**config.mk**
```make
export PLATFORM = sky130hd
export DESIGN_NAME = stpoll_engine
export DESIGN_NICKNAME = d
export VERILOG_FILES = /design/src/rtl/stpoll_pkg.sv /design/src/rtl/stpoll_cmp.sv /design/src/rtl/stpoll_gap_timer.sv /design/src/rtl/stpoll_flag.sv /design/src/rtl/stpoll_engine.sv
export SDC_FILE = /design/constraint.sdc
export NUM_CORES = 1
export LEC_CHECK = 0
export BUFFER_PORTS_ARGS = -buffer_cell sky130_fd_sc_hd__buf_4
export CAP_MARGIN = 15
export CORE_ASPECT_RATIO = 2
export CORE_MARGIN = 10
export CORE_UTILIZATION = 50
export CTS_CLUSTER_DIAMETER = 200
export CTS_CLUSTER_SIZE = 8
export DETAILED_ROUTE_END_ITERATION = 10
export GPL_TIMING_DRIVEN = 0
export PLACE_DENSITY_LB_ADDON = 0.08
export SLEW_MARGIN = 40
export SYNTH_ARGS = -nofsm -noshare
export SYNTH_HDL_FRONTEND = slang
export SYNTH_SLANG_ARGS = --single-unit
```
**constraint.sdc**
```tcl
create_clock -name clk -period 5.4 [get_ports clk]
set_input_delay 1.35 -clock clk [delete_from_list [all_inputs] [get_ports clk]]
set_output_delay 1.35 -clock clk [all_outputs]
set_load 0.02 [all_outputs]
```
**src/rtl/stpoll_pkg.sv**
```systemverilog
package stpoll_pkg;
    typedef enum logic [1:0] {
        PS_IDLE = 2'd0,
        PS_READ = 2'd1,
        PS_GAP  = 2'd2
    } poll_state_e;

    typedef enum logic {
        MM_ALL = 1'b0,
        MM_ANY = 1'b1
    } match_mode_e;

    typedef struct packed {
        logic hit;
        logic stop;
    } eval_t;

    localparam int BYTE_W = 8;
endpackage

```
**src/rtl/stpoll_cmp.sv**
```systemverilog
module stpoll_cmp
    import stpoll_pkg::*;
#(
    parameter int NB    = 4,
    parameter int LEN_W = 2,
    localparam int W    = NB * BYTE_W
) (
    input  logic [W-1:0]     data,
    input  logic [W-1:0]     mask,
    input  logic [W-1:0]     expect_val,
    input  logic [LEN_W-1:0] nbytes,
    input  match_mode_e      mode,
    output logic [W-1:0]     clipped,
    output logic             hit
);
    logic [W-1:0] keep;
    logic [W-1:0] eff_mask;
    logic [W-1:0] same;

    for (genvar g = 0; g < NB; g++) begin : g_keep
        assign keep[g*BYTE_W +: BYTE_W] = {BYTE_W{LEN_W'(g) <= nbytes}};
    end

    assign clipped  = data & keep;
    assign eff_mask = mask & keep;
    assign same     = ~(data ^ expect_val);

    always_comb begin
        if (mode == MM_ANY) hit = |(same & eff_mask);
        else                hit = &(same | ~eff_mask);
    end
endmodule

```
**src/rtl/stpoll_gap_timer.sv**
```systemverilog
module stpoll_gap_timer #(
    parameter int IVL_W = 16
) (
    input  logic             clk,
    input  logic             rst,
    input  logic             load,
    input  logic [IVL_W-1:0] load_val,
    input  logic             clr,
    output logic             expired
);
    logic [IVL_W-1:0] cnt;

    always_ff @(posedge clk) begin
        if (rst || clr)       cnt <= '0;
        else if (load)        cnt <= load_val;
        else if (cnt != '0)   cnt <= cnt - IVL_W'(1);
    end

    assign expired = (cnt == IVL_W'(1));
endmodule

```
**src/rtl/stpoll_flag.sv**
```systemverilog
module stpoll_flag (
    input  logic clk,
    input  logic rst,
    input  logic set,
    input  logic clr,
    input  logic irq_en,
    output logic flag,
    output logic irq
);
    always_ff @(posedge clk) begin
        if (rst)      flag <= 1'b0;
        else if (set) flag <= 1'b1;
        else if (clr) flag <= 1'b0;
    end

    assign irq = flag & irq_en;
endmodule

```
**src/rtl/stpoll_engine.sv**
```systemverilog
module stpoll_engine
    import stpoll_pkg::*;
#(
    parameter int NBYTES_MAX = 4,
    parameter int IVL_W      = 16,
    localparam int STAT_W    = NBYTES_MAX * BYTE_W,
    localparam int LEN_W     = $clog2(NBYTES_MAX)
) (
    input  logic              clk,
    input  logic              rst,
    input  logic              enable,
    input  logic              start,
    input  logic              abort_req,
    input  logic [STAT_W-1:0] cfg_mask,
    input  logic [STAT_W-1:0] cfg_match,
    input  logic              cfg_any_mode,
    input  logic [IVL_W-1:0]  cfg_interval,
    input  logic [LEN_W-1:0]  cfg_nbytes,
    input  logic              cfg_auto_stop,
    input  logic              irq_en,
    input  logic              flag_clr,
    output logic              rd_req,
    output logic [LEN_W-1:0]  rd_len,
    input  logic              rsp_valid,
    input  logic [STAT_W-1:0] rsp_data,
    output logic              busy,
    output logic              done,
    output logic              match_flag,
    output logic              irq,
    output logic [STAT_W-1:0] last_status
);
    poll_state_e       state;
    logic              stop_pend;
    logic [STAT_W-1:0] clipped;
    logic              quit;
    logic              rsp_take;
    logic              gap_done;
    eval_t             ev;

    stpoll_cmp #(.NB(NBYTES_MAX), .LEN_W(LEN_W)) u_cmp (
        .data       (rsp_data),
        .mask       (cfg_mask),
        .expect_val (cfg_match),
        .nbytes     (cfg_nbytes),
        .mode       (match_mode_e'(cfg_any_mode)),
        .clipped    (clipped),
        .hit        (ev.hit)
    );

    assign quit     = abort_req | ~enable;
    assign rsp_take = (state == PS_READ) && rsp_valid;
    assign ev.stop  = stop_pend | quit | (ev.hit & cfg_auto_stop);

    stpoll_gap_timer #(.IVL_W(IVL_W)) u_gap (
        .clk      (clk),
        .rst      (rst),
        .load     (rsp_take && !ev.stop),
        .load_val (cfg_interval),
        .clr      ((state == PS_GAP) && quit),
        .expired  (gap_done)
    );

    stpoll_flag u_flag (
        .clk    (clk),
        .rst    (rst),
        .set    (rsp_take && ev.hit),
        .clr    (flag_clr),
        .irq_en (irq_en),
        .flag   (match_flag),
        .irq    (irq)
    );

    always_ff @(posedge clk) begin
        if (rst) begin
            state       <= PS_IDLE;
            stop_pend   <= 1'b0;
            done        <= 1'b0;
            last_status <= '0;
        end else begin
            done <= 1'b0;
            unique case (state)
                PS_IDLE: begin
                    stop_pend <= 1'b0;
                    if (start && enable) state <= PS_READ;
                end
                PS_READ: begin
                    if (quit) stop_pend <= 1'b1;
                    if (rsp_valid) begin
                        last_status <= clipped;
                        if (ev.stop) begin
                            state     <= PS_IDLE;
                            done      <= 1'b1;
                            stop_pend <= 1'b0;
                        end else if (cfg_interval != '0) begin
                            state <= PS_GAP;
                        end
                    end
                end
                PS_GAP: begin
                    if (quit) begin
                        state <= PS_IDLE;
                        done  <= 1'b1;
                    end else if (gap_done) begin
                        state <= PS_READ;
                    end
                end
                default: state <= PS_IDLE;
            endcase
        end
    end

    assign rd_req = (state == PS_READ);
    assign busy   = (state != PS_IDLE);
    assign rd_len = cfg_nbytes;
endmodule

```
==> results of run 1 <==
==> power by group through the flow <==
stage	logic, mW	clock network [mW]	registers [mW]
2_1_floorplan	0.479	0	0.535
3_3_place_gp	0.745	0	0.517
3_5_place_dp	0.764	0	0.521
4_1_cts	0.773	0.391	0.512
5_1_grt	0.850	0.402	0.522
6_report	0.777	0.387	0.514
==> cell families (layout without fill, tap and decap cells) <==
| kind of cell | after synthesis | count (layout) | synth area share (%) |
|---|---|---|---|
| adders and majority gates | 6 | 6 | 2.35 |
| muxes | 13 | 13 | 4.15 |
| and+or+nand+nor | 140 | 140 | 21.3 |
| DFF | 53 | 53 | 33.2 |
| xor gates and xnor gates | 42 | 42 | 11.5 |
| buffers and inverters | 51 | 221 | 6.58 |
| AOI/OAI and AO/OA | 102 | 102 | 20.9 |
==> synthesized netlist by cell type (all sizes together) (4+ instances only) <==
cell,instances,area (sq um)
o22ai,14,87.6
nor3,11,60.1
nand2,40,150
clkbuf,11,41.3
nand3,11,55.1
or3,8,55.1
nor2,36,135
nand2b,7,43.8
a22oi,24,180
inv,33,124
dfxtp,53,1060
xnor2,7,61.3
xor2,35,307
a32oi,6,52.6
nor4,8,50.1
o21ai,7,35.0
buf,7,45.0
a21oi,32,160
nor2b,4,25.0
ha,6,75.1
mux2i,11,110
==> per-layer routing <==
layer  GRT usage (%)  wire, um  up-vias
li1                -         -     1766
met1            19.8      4040     1677
met2            48.5      7290      160
met3            5.56       747       47
met4            17.8       765        0
met5               0         0        -
==> how the worst max path moves through the flow <==
stage / start / endpoint / cells after the start / slack, ns
2_1_floorplan: cfg_nbytes[1] / u_gap.cnt[10]$_SDFFE_PP0P_ / 11 / 2.05
3_3_place_gp: cfg_nbytes[1] / u_gap.cnt[10]$_SDFFE_PP0P_ / 12 / 1.34
3_5_place_dp: cfg_nbytes[1] / u_gap.cnt[10]$_SDFFE_PP0P_ / 12 / 1.26
4_1_cts: cfg_nbytes[1] / u_gap.cnt[10]$_SDFFE_PP0P_ / 12 / 1.56
5_1_grt: cfg_nbytes[1] / u_gap.cnt[11]$_SDFFE_PP0P_ / 12 / 1.22
6_report: cfg_nbytes[1] / u_gap.cnt[10]$_SDFFE_PP0P_ / 12 / 1.49
==> placed cells by master (no fill, tap or decap), types with 11 or more instances in the layout <==
master,instances
a21oi_1,32
a22oi_1,24
buf_4,164
clkbuf_1,11
dfxtp_1,53
inv_1,33
mux2i_1,11
nand2_1,40
nand3_1,11
nor2_1,36
o22ai_1,14
xor2_1,35
==> worst reg2reg max path: cells and delay by family (launching register included) <==
kind | cells | cell delay (ns)
and+or+nand+nor | 5 | 1.60
AOI/OAI and AO/OA | 2 | 0.41
DFF | 1 | 0.35
muxes | 1 | 0.35
==> layout make-up <==
| cell class | count | area, sq um |
|---|---|---|
| plain buffers | 18 | 86.3 |
| clock buffers | 6 | 139 |
| clock inverters | 2 | 37.5 |
| fillers | 547 | 1560 |
| inverters | 33 | 124 |
| multi-input cells | 303 | 1930 |
| flip-flops and latches | 53 | 1060 |
| well taps | 86 | 108 |
| repair buffers | 162 | 1220 |
==> state kept, by name (all words and copies together) (netlist names) <==
signal       cells
u_gap.cnt       16
u_flag.flag      1
stop_pend        1
state            2
last_status     32
done             1
==> per-stage QoR <==
stage               worst slack (ns)  area [sq um]  cells  util (%)
floorplan                       2.05          3200    407         -
global route                    1.22          4700    663      75.1
CTS                             1.56          4700    663      75.1
finish                          1.49          4700    663      75.1
global placement                1.34          4520    655      72.2
detailed placement              1.26          4520    655      72.3
==> flow_summary.json, run 1 <==
{
  "status": "finished clean",
  "report.final.slew_viol_count": 0,
  "dr.first_iter.drc_count": 217,
  "cts_hold_buf": 0,
  "postSynth.asyncResetShare_pct": 0,
  "grt_util_all_layers_pct": 24.4,
  "coreArea_sq_um": 6260,
  "grt_setup_unrepaired": "no",
  "hold_violations": 0,
  "cts_sinks": 53,
  "vias": 3650,
  "nets": 706,
  "r2r_start": "u_gap.cnt[8]$_SDFFE_PP0P_",
  "cp.buffers_inverters": 4,
  "end_kind": "register",
  "skew_ns": 0.00684,
  "setup-violations-final": 0,
  "layout-drive-gt1-share_pct": 31.4,
  "ir_drop_mv": 0.331,
  "timing.slew.headroom_pct": 50.9,
  "pwr_density_cell_nw_per_um2": 357,
  "dieWidth_um": 76.5,
  "tritoncts": "built",
  "min_from": "last_status[3]$_SDFFE_PP0P_",
  "yosysSeqAreaShare_pct": 33.2,
  "cp_data_arrival_time_ns": 4.07,
  "r2r_end": "state[0]$_SDFFE_PP0P_",
  "switching_share_pct": 37.7,
  "cts_setup_buffers": 0,
  "crit_path_start_kind": "input port",
  "dieArea_sq_um": 10200,
  "setup-tns-final_ns": 0,
  "vias_per_cell": 5.51,
  "critical_path_class": "input port to register",
  "wl_um": 12800,
  "ant_nets": 0,
  "finalCriticalPeriod_ns": 3.91,
  "ys_warn_count": 0,
  "total_power_mw": 1.68,
  "synth.ff_latch_count": 53,
  "synthesis.area_sq_um": 3200,
  "area_growth_pct": 47.1,
  "dp_hpwl_um": 10800,
  "pwr-share-comb_pct": 46.3,
  "antenna_cells": 0,
  "initial_core_util_pct": 51.1,
  "synth_fp_nets": 537,
  "synth.distinct_cells": 49,
  "htree_levels": 2,
  "clockBufferDepth": 2,
  "cp_max_fo": 10,
  "tightest_slew_ns": 0.730,
  "ios": 163,
  "die_h_um": 133,
  "ys.flop_type": "dfxtp_1",
  "power.switching_uw": 632,
  "hold_path.class": "register to register",
  "drt_drc_violations_left": 0,
  "reg2reg_depth": 8,
  "period_share_pct": 72.4,
  "rows": 41,
  "r2r_slack_ns": 2.58,
  "root_buffer": "clkbuf_16",
  "whs_ns": 0.458,
  "synthesis.instances": 407,
  "crit_chain": "buf_4 -> clkbuf_1 -> o21ai_0 -> o22ai_1 -> nor4_1 -> o211a_1 -> a21boi_1 -> a211oi_1 -> buf_2 -> buf_6 -> mux2i_1 -> nor2_1",
  "insertion_delay_ns": 0.30,
  "clock.fmax_ghz": 0.256,
  "drv_cap": 0,
  "critPathRequiredTime_ns": 5.56,
  "wl_per_cell_um": 19.4,
  "cts.clk_slew.worst_paths_ns": 0.08,
  "slowest_delay_ns": 0.53,
  "grt_pass1_vias": 3938,
  "portBuffers": 162,
  "grt_pass1_wl_um": 19700,
  "seqPwrFrac_pct": 30.6,
  "leakage_nw": 2.19,
  "crit_family": "compound AO/OA/AOI/OAI gates",
  "ctsResizeCount": 0,
  "gp_congestion": 0.945,
  "grt_max_degree": 17,
  "antenna_found_initial": 0,
  "p_int_mw": 1.05,
  "critPathSlowestCell": "a211oi_1",
  "hold_end": "last_status[3]$_SDFFE_PP0P_",
  "first_pass_iters": 5,
  "cts_buffers": 5,
  "min_path_cells": 2,
  "synth.avg_cell_area_sq_um": 7.85,
  "pwr-share-clk_pct": 23.1,
  "synth_enable_flop_cells": 0,
  "overflow": 0
}
No activity file was read; power rests on OpenSTA's default activity.
==> run 2, diff against run 1 <==
Settings changed: ABC_AREA set to 1, CORE_UTILIZATION 50 to 49.
Clock period 5.4 ns to 3.9 ns, I/O delays scaled along.
==> flow_summary.json, run 2 <==
{
  "gp_congestion": 0.913,
  "vias_per_cell": 5.07,
  "nets": 960,
  "synth.avg_cell_area_sq_um": 5.71,
  "critical_path_class": "input port to register",
  "place_inst": 917,
  "synthesis.area_sq_um": 3780,
  "wl_um": 13800,
  "portBuffers": 161,
  "critPathRequiredTime_ns": 4.13,
  "antenna_found_initial": 0,
  "netlist.area_leader.share_pct": 28.1,
  "insertion_delay_ns": 0.30,
  "synth_top_family_by_area": "simple AND/OR/NAND/NOR gates",
  "fin_cells": 925,
  "timing.slew.headroom_pct": 61.8,
  "reg.largest.list": "last_status: 32 flops, u_gap.cnt: 16 flops, state: 2 flops",
  "synth_mux_area_share_pct": 0,
  "ios": 163,
  "synthesis.instances": 662,
  "setup-violations-final": 0,
  "place_area_sq_um": 5110,
  "clock.fmax_ghz": 0.402,
  "root_buffer": "clkbuf_16",
  "dieArea_sq_um": 11800,
  "status": "finished clean",
  "first_pass_iters": 5,
  "initial_core_util_pct": 50.1,
  "report.final.slew_viol_count": 0,
  "finalCriticalPeriod_ns": 2.49,
  "clockBufferDepth": 2,
  "synth.distinct_cells": 34,
  "final_area_sq_um": 5250,
  "tritoncts": "built",
  "largest_reg_flops": 32,
  "synth.ff_latch_count": 53,
  "synth_enable_flop_cells": 0,
  "antenna_cells": 0,
  "tightest_slew_ns": 0.569,
  "vias": 4692,
  "overflow": 0,
  "drv_cap": 0,
  "cp_data_arrival_time_ns": 2.72,
  "ctsResizeCount": 0,
  "ys.flop_type": "dfxtp_1",
  "hold_path.class": "register to register",
  "crit_path_start_kind": "input port",
  "grt_setup_unrepaired": "no",
  "wl_per_cell_um": 14.9,
  "synth_xor_area_share_pct": 2.32,
  "hold_violations": 0,
  "leakage_nw": 3.00,
  "crit_chain": "buf_4 -> nand2_4 -> nor2_1 -> nand2_1 -> nand2_1 -> nor2_1 -> nand2_1 -> nor2_1 -> nand3_2 -> nand3_2 -> nand3_4 -> inv_1 -> nand2_1 -> a21oi_1",
  "num-fill-cells": 724,
  "pwr_density_cell_nw_per_um2": 492,
  "ys_warn_count": 0,
  "cts_setup_buffers": 0,
  "synth-simple-area-share_pct": 41.0,
  "grt_util_all_layers_pct": 23.4,
  "post-synth-top-count-cell": "nand2_1",
  "drt_drc_violations_left": 0,
  "grt_max_degree": 17,
  "synthTopCellsByArea": "dfxtp_1, nand2_1, inv_1",
  "end_kind": "register",
  "synth_fp_nets": 792,
  "layout_common_cells": "nand2_1, buf_4, inv_1",
  "layout-drive-gt1-share_pct": 22.4,
  "htree_levels": 2,
  "dp_hpwl_um": 11900,
  "postSynth.asyncResetShare_pct": 0,
  "rows": 45,
  "ant_nets": 0,
  "dieWidth_um": 82.1,
  "slowest_delay_ns": 0.24,
  "grt_pass1_vias": 4872,
  "synth_top_area_cell": "dfxtp_1",
  "cts_sinks": 53,
  "die_h_um": 144,
  "synthAdderAreaFrac_pct": 1.99,
  "setup-tns-final_ns": 0,
  "critPathSlowestCell": "inv_1",
  "cts_buffers": 5,
  "cp_max_fo": 10,
  "crit_path_frequent_cell": "nand2_1",
  "period_share_pct": 63.7,
  "final_common_cell": "nand2_1",
  "cts.clk_slew.worst_paths_ns": 0.07,
  "synthTopCellsByCount": "nand2_1, inv_1, nor2_1",
  "ir_drop_mv": 0.241,
  "cts_hold_buf": 0,
  "largest-register": "last_status",
  "grt_pass1_wl_um": 21600,
  "synth_compound_area_share_pct": 12.8,
  "skew_ns": 0.00448,
  "area_growth_pct": 38.9,
  "coreArea_sq_um": 7540,
  "dr.first_iter.drc_count": 245,
  "yosysSeqAreaShare_pct": 28.1
}
## run 2: metal layers
metal	global-route usage, %	routed length [um]
met2	44.2	7500
met3	6.65	1060
met1	18.9	4240
met5	0	0
met4	17.8	1010
## run 2: logic make-up (layout without fill, tap and decap cells)
group	Yosys count	in the layout
adder cells (fa/ha/maj)	6	6
flip-flops	53	53
AO/OA/AOI/OAI	91	91
XOR/XNOR	10	10
buffers and inverters	129	298
AND/OR/NAND/NOR	373	373
## run 2: cell type report
class / instances / area, sq um / share of cell area (%)
multi-input combinational: 480 / 2200 / 41.8
timing repair buffer: 161 / 1210 / 23.0
sequential: 53 / 1060 / 20.2
inverter: 113 / 424 / 8.08
clock buffer: 6 / 129 / 2.45
tap: 94 / 118 / 2.24
buffer: 16 / 98.8 / 1.88
clock inverter: 2 / 15.0 / 0.286
## run 2: path summary, 6_finish.rpt
check                          startpoint                            to  slack [ns]  depth (start not counted)
min reg2reg  last_status[22]$_SDFFE_PP0P_  last_status[22]$_SDFFE_PP0P_        0.47                          2
min          last_status[22]$_SDFFE_PP0P_  last_status[22]$_SDFFE_PP0P_        0.47                          2
max                         cfg_nbytes[0]     u_gap.cnt[3]$_SDFFE_PP0P_        1.41                         14
max reg2reg     u_gap.cnt[0]$_SDFFE_PP0P_     u_gap.cnt[4]$_SDFFE_PP0P_        1.71                         12
## run 2: critical path, delay by kind of cell
kind | cells | cell delay (ns)
AND/OR/NAND/NOR | 11 | 1.20
AO/OA/AOI/OAI | 1 | 0.15
buffers and inverters | 2 | 0.38
## run 2: per-stage QoR
step	total power, mW	hold WS (ns)	utilization, %	worst slack [ns]
CTS	2.58	0.471	69.6	1.41
global placement	2.08	0.457	67.7	1.11
global route	2.79	0.508	69.6	1.26
floorplan	1.65	0.473	-	1.53
finish	2.58	0.474	69.6	1.41
detailed placement	2.13	0.460	67.7	1.11
## run 2: where the power goes
part	leakage, nW	total [mW]	switching (mW)	internal (mW)
Combinational	2.50	1.37	0.833	0.538
Clock	0.0631	0.450	0.211	0.239
Sequential	0.432	0.764	0.0893	0.675
Total	3.00	2.58	1.13	1.45
==> run 3, diff against run 2 <==
Settings changed: CORE_UTILIZATION 49 to 44.
Clock period 3.9 ns to 2.2 ns, I/O delays scaled along.
==> flow_summary.json, run 3 (synthesis gave the netlist of run 2 again) <==
{
  "slowest_delay_ns": 0.50,
  "drt_drc_violations_left": 0,
  "first_pass_iters": 4,
  "wl_met1_um": 4650,
  "setup-violations-final": 0,
  "overflow": 0,
  "die_h_um": 151,
  "largest-register": "last_status",
  "vias_per_cell": 4.94,
  "layout-drive-gt1-share_pct": 23.1,
  "period_share_pct": 92.1,
  "total_power_mw": 4.71,
  "coreArea_sq_um": 8350,
  "grt_max_degree": 17,
  "final_common_cell": "nand2_1",
  "critPathSlowestCell": "or3b_2",
  "end_kind": "register",
  "cts.clk_slew.worst_paths_ns": 0.07,
  "dr.first_iter.drc_count": 215,
  "cts_buffers": 5,
  "cp_data_arrival_time_ns": 2.20,
  "nets": 960,
  "vias": 4589,
  "tritoncts": "built",
  "wl_met3_um": 850,
  "reg.largest.list": "last_status: 32 flops, u_gap.cnt: 16 flops, state: 2 flops",
  "ant_nets": 0,
  "skew_ns": 0.00519,
  "critPathRequiredTime_ns": 2.37,
  "leakage_nw": 3.01,
  "r2r_end": "u_gap.cnt[14]$_SDFFE_PP0P_",
  "report.final.slew_viol_count": 0,
  "antenna_found_initial": 0,
  "cp_max_fo": 3,
  "drv_cap": 0,
  "layout_common_cells": "nand2_1, buf_4, inv_1",
  "largest_reg_flops": 32,
  "hold_path.class": "register to register",
  "min_path_cells": 2,
  "grt_pass1_wl_um": 22100,
  "root_buffer": "clkbuf_16",
  "initial_core_util_pct": 45.3,
  "tightest_slew_ns": 0.595,
  "cts_sinks": 53,
  "wl_um": 14000,
  "clock.fmax_ghz": 0.493,
  "r2r_slack_ns": 0.17,
  "hold_end": "last_status[16]$_SDFFE_PP0P_",
  "min_from": "last_status[16]$_SDFFE_PP0P_",
  "crit_chain": "inv_1 -> ha_1 -> inv_1 -> nor2_1 -> or3b_2 -> o21ai_0 -> nand2_1 -> o21ai_1 -> nor2_1",
  "rows": 47,
  "clockBufferDepth": 2,
  "gp_congestion": 0.967,
  "wl_per_cell_um": 15.1,
  "num-fill-cells": 829,
  "top_layer": "met4",
  "ios": 163,
  "dieArea_sq_um": 12900,
  "grt_util_all_layers_pct": 21.1,
  "pwr_density_cell_nw_per_um2": 888,
  "crit_path_start_kind": "register",
  "finalCriticalPeriod_ns": 2.03,
  "htree_levels": 2,
  "place_area_sq_um": 5110,
  "r2r_start": "u_gap.cnt[0]$_SDFFE_PP0P_",
  "final_area_sq_um": 5300,
  "portBuffers": 161,
  "grt_pass1_vias": 4895,
  "wl_met2_um": 7910,
  "fin_util_pct": 63.5,
  "hold_violations": 0,
  "critical_path_class": "register to register",
  "timing.slew.headroom_pct": 60.2,
  "reg2reg_depth": 9,
  "dp_hpwl_um": 12000,
  "antenna_cells": 0,
  "cts_hold_buf": 0,
  "status": "finished clean",
  "grt_setup_unrepaired": "no",
  "ir_drop_mv": 0.647,
  "area_growth_pct": 40.2,
  "dieWidth_um": 85.6,
  "insertion_delay_ns": 0.30
}
==> run 3: repair_timing <==
| action | 4_1_cts | 5_1_grt |
|---|---|---|
| endpoints found under the setup margin | 0 | 22 |
| setup buffers | 0 | 0 |
| gates resized for setup | 0 | 6 |
==> run 3: metrics by stage <==
| stage | setup TNS [ns] | hold WS [ns] | cells | worst slack [ns] |
|---|---|---|---|---|
| after global routing | 0 | 0.496 | 929 | 0.0340 |
| final | 0 | 0.472 | 929 | 0.173 |
| after floorplan | 0 | 0.473 | 662 | 0.254 |
| after detailed placement | -1.78 | 0.462 | 921 | -0.197 |
| after global placement | -1.53 | 0.454 | 921 | -0.176 |
| after CTS | 0 | 0.474 | 929 | 0.0891 |
==> run 3: worst max path at each step <==
stage,from,to,slack [ns],cells after the start
floorplan,cfg_nbytes[1],u_gap.cnt[11]$_SDFFE_PP0P_,0.25,15
global placement,cfg_nbytes[1],u_gap.cnt[2]$_SDFFE_PP0P_,-0.18,14
detailed placement,cfg_nbytes[1],u_gap.cnt[2]$_SDFFE_PP0P_,-0.20,14
CTS,u_gap.cnt[4]$_SDFFE_PP0P_,u_gap.cnt[13]$_SDFFE_PP0P_,0.09,9
global route,cfg_nbytes[1],u_gap.cnt[2]$_SDFFE_PP0P_,0.03,14
finish,u_gap.cnt[0]$_SDFFE_PP0P_,u_gap.cnt[14]$_SDFFE_PP0P_,0.17,9
==> run 3: critical path: cells and delay by family (launching register included) <==
| kind | cells | cell delay (ns) |
|---|---|---|
| AND/OR/NAND/NOR | 4 | 0.93 |
| flip-flops | 1 | 0.33 |
| AO/OA/AOI/OAI | 2 | 0.24 |
| adder cells (fa/ha/maj) | 1 | 0.22 |
| buffers and inverters | 2 | 0.18 |
==> run 3: layout make-up <==
cell class	instances	area, sq um	area share [%]
Buffer	16	98.8	1.86
Clock inverter	2	38.8	0.731
Multi-Input combinational cell	480	2210	41.7
Clock buffer	6	129	2.43
Inverter	113	432	8.14
Sequential cell	53	1060	20.0
Timing Repair Buffer	161	1210	22.8
Tap cell	98	123	2.31
==> run 3: layer usage <==
layer | up-vias | GRT usage [%]
met4 | 0 | 11.5
met3 | 34 | 5.43
met5 | - | 0
met2 | 145 | 42.5
li1 | 2382 | -
met1 | 2028 | 17.7
==> run 3: report_power, final <==
group          leakage [nW]  switching [mW]  internal, mW
clock                0.0810           0.385         0.541
combinational          2.49            1.47         0.963
sequential            0.432           0.157          1.20
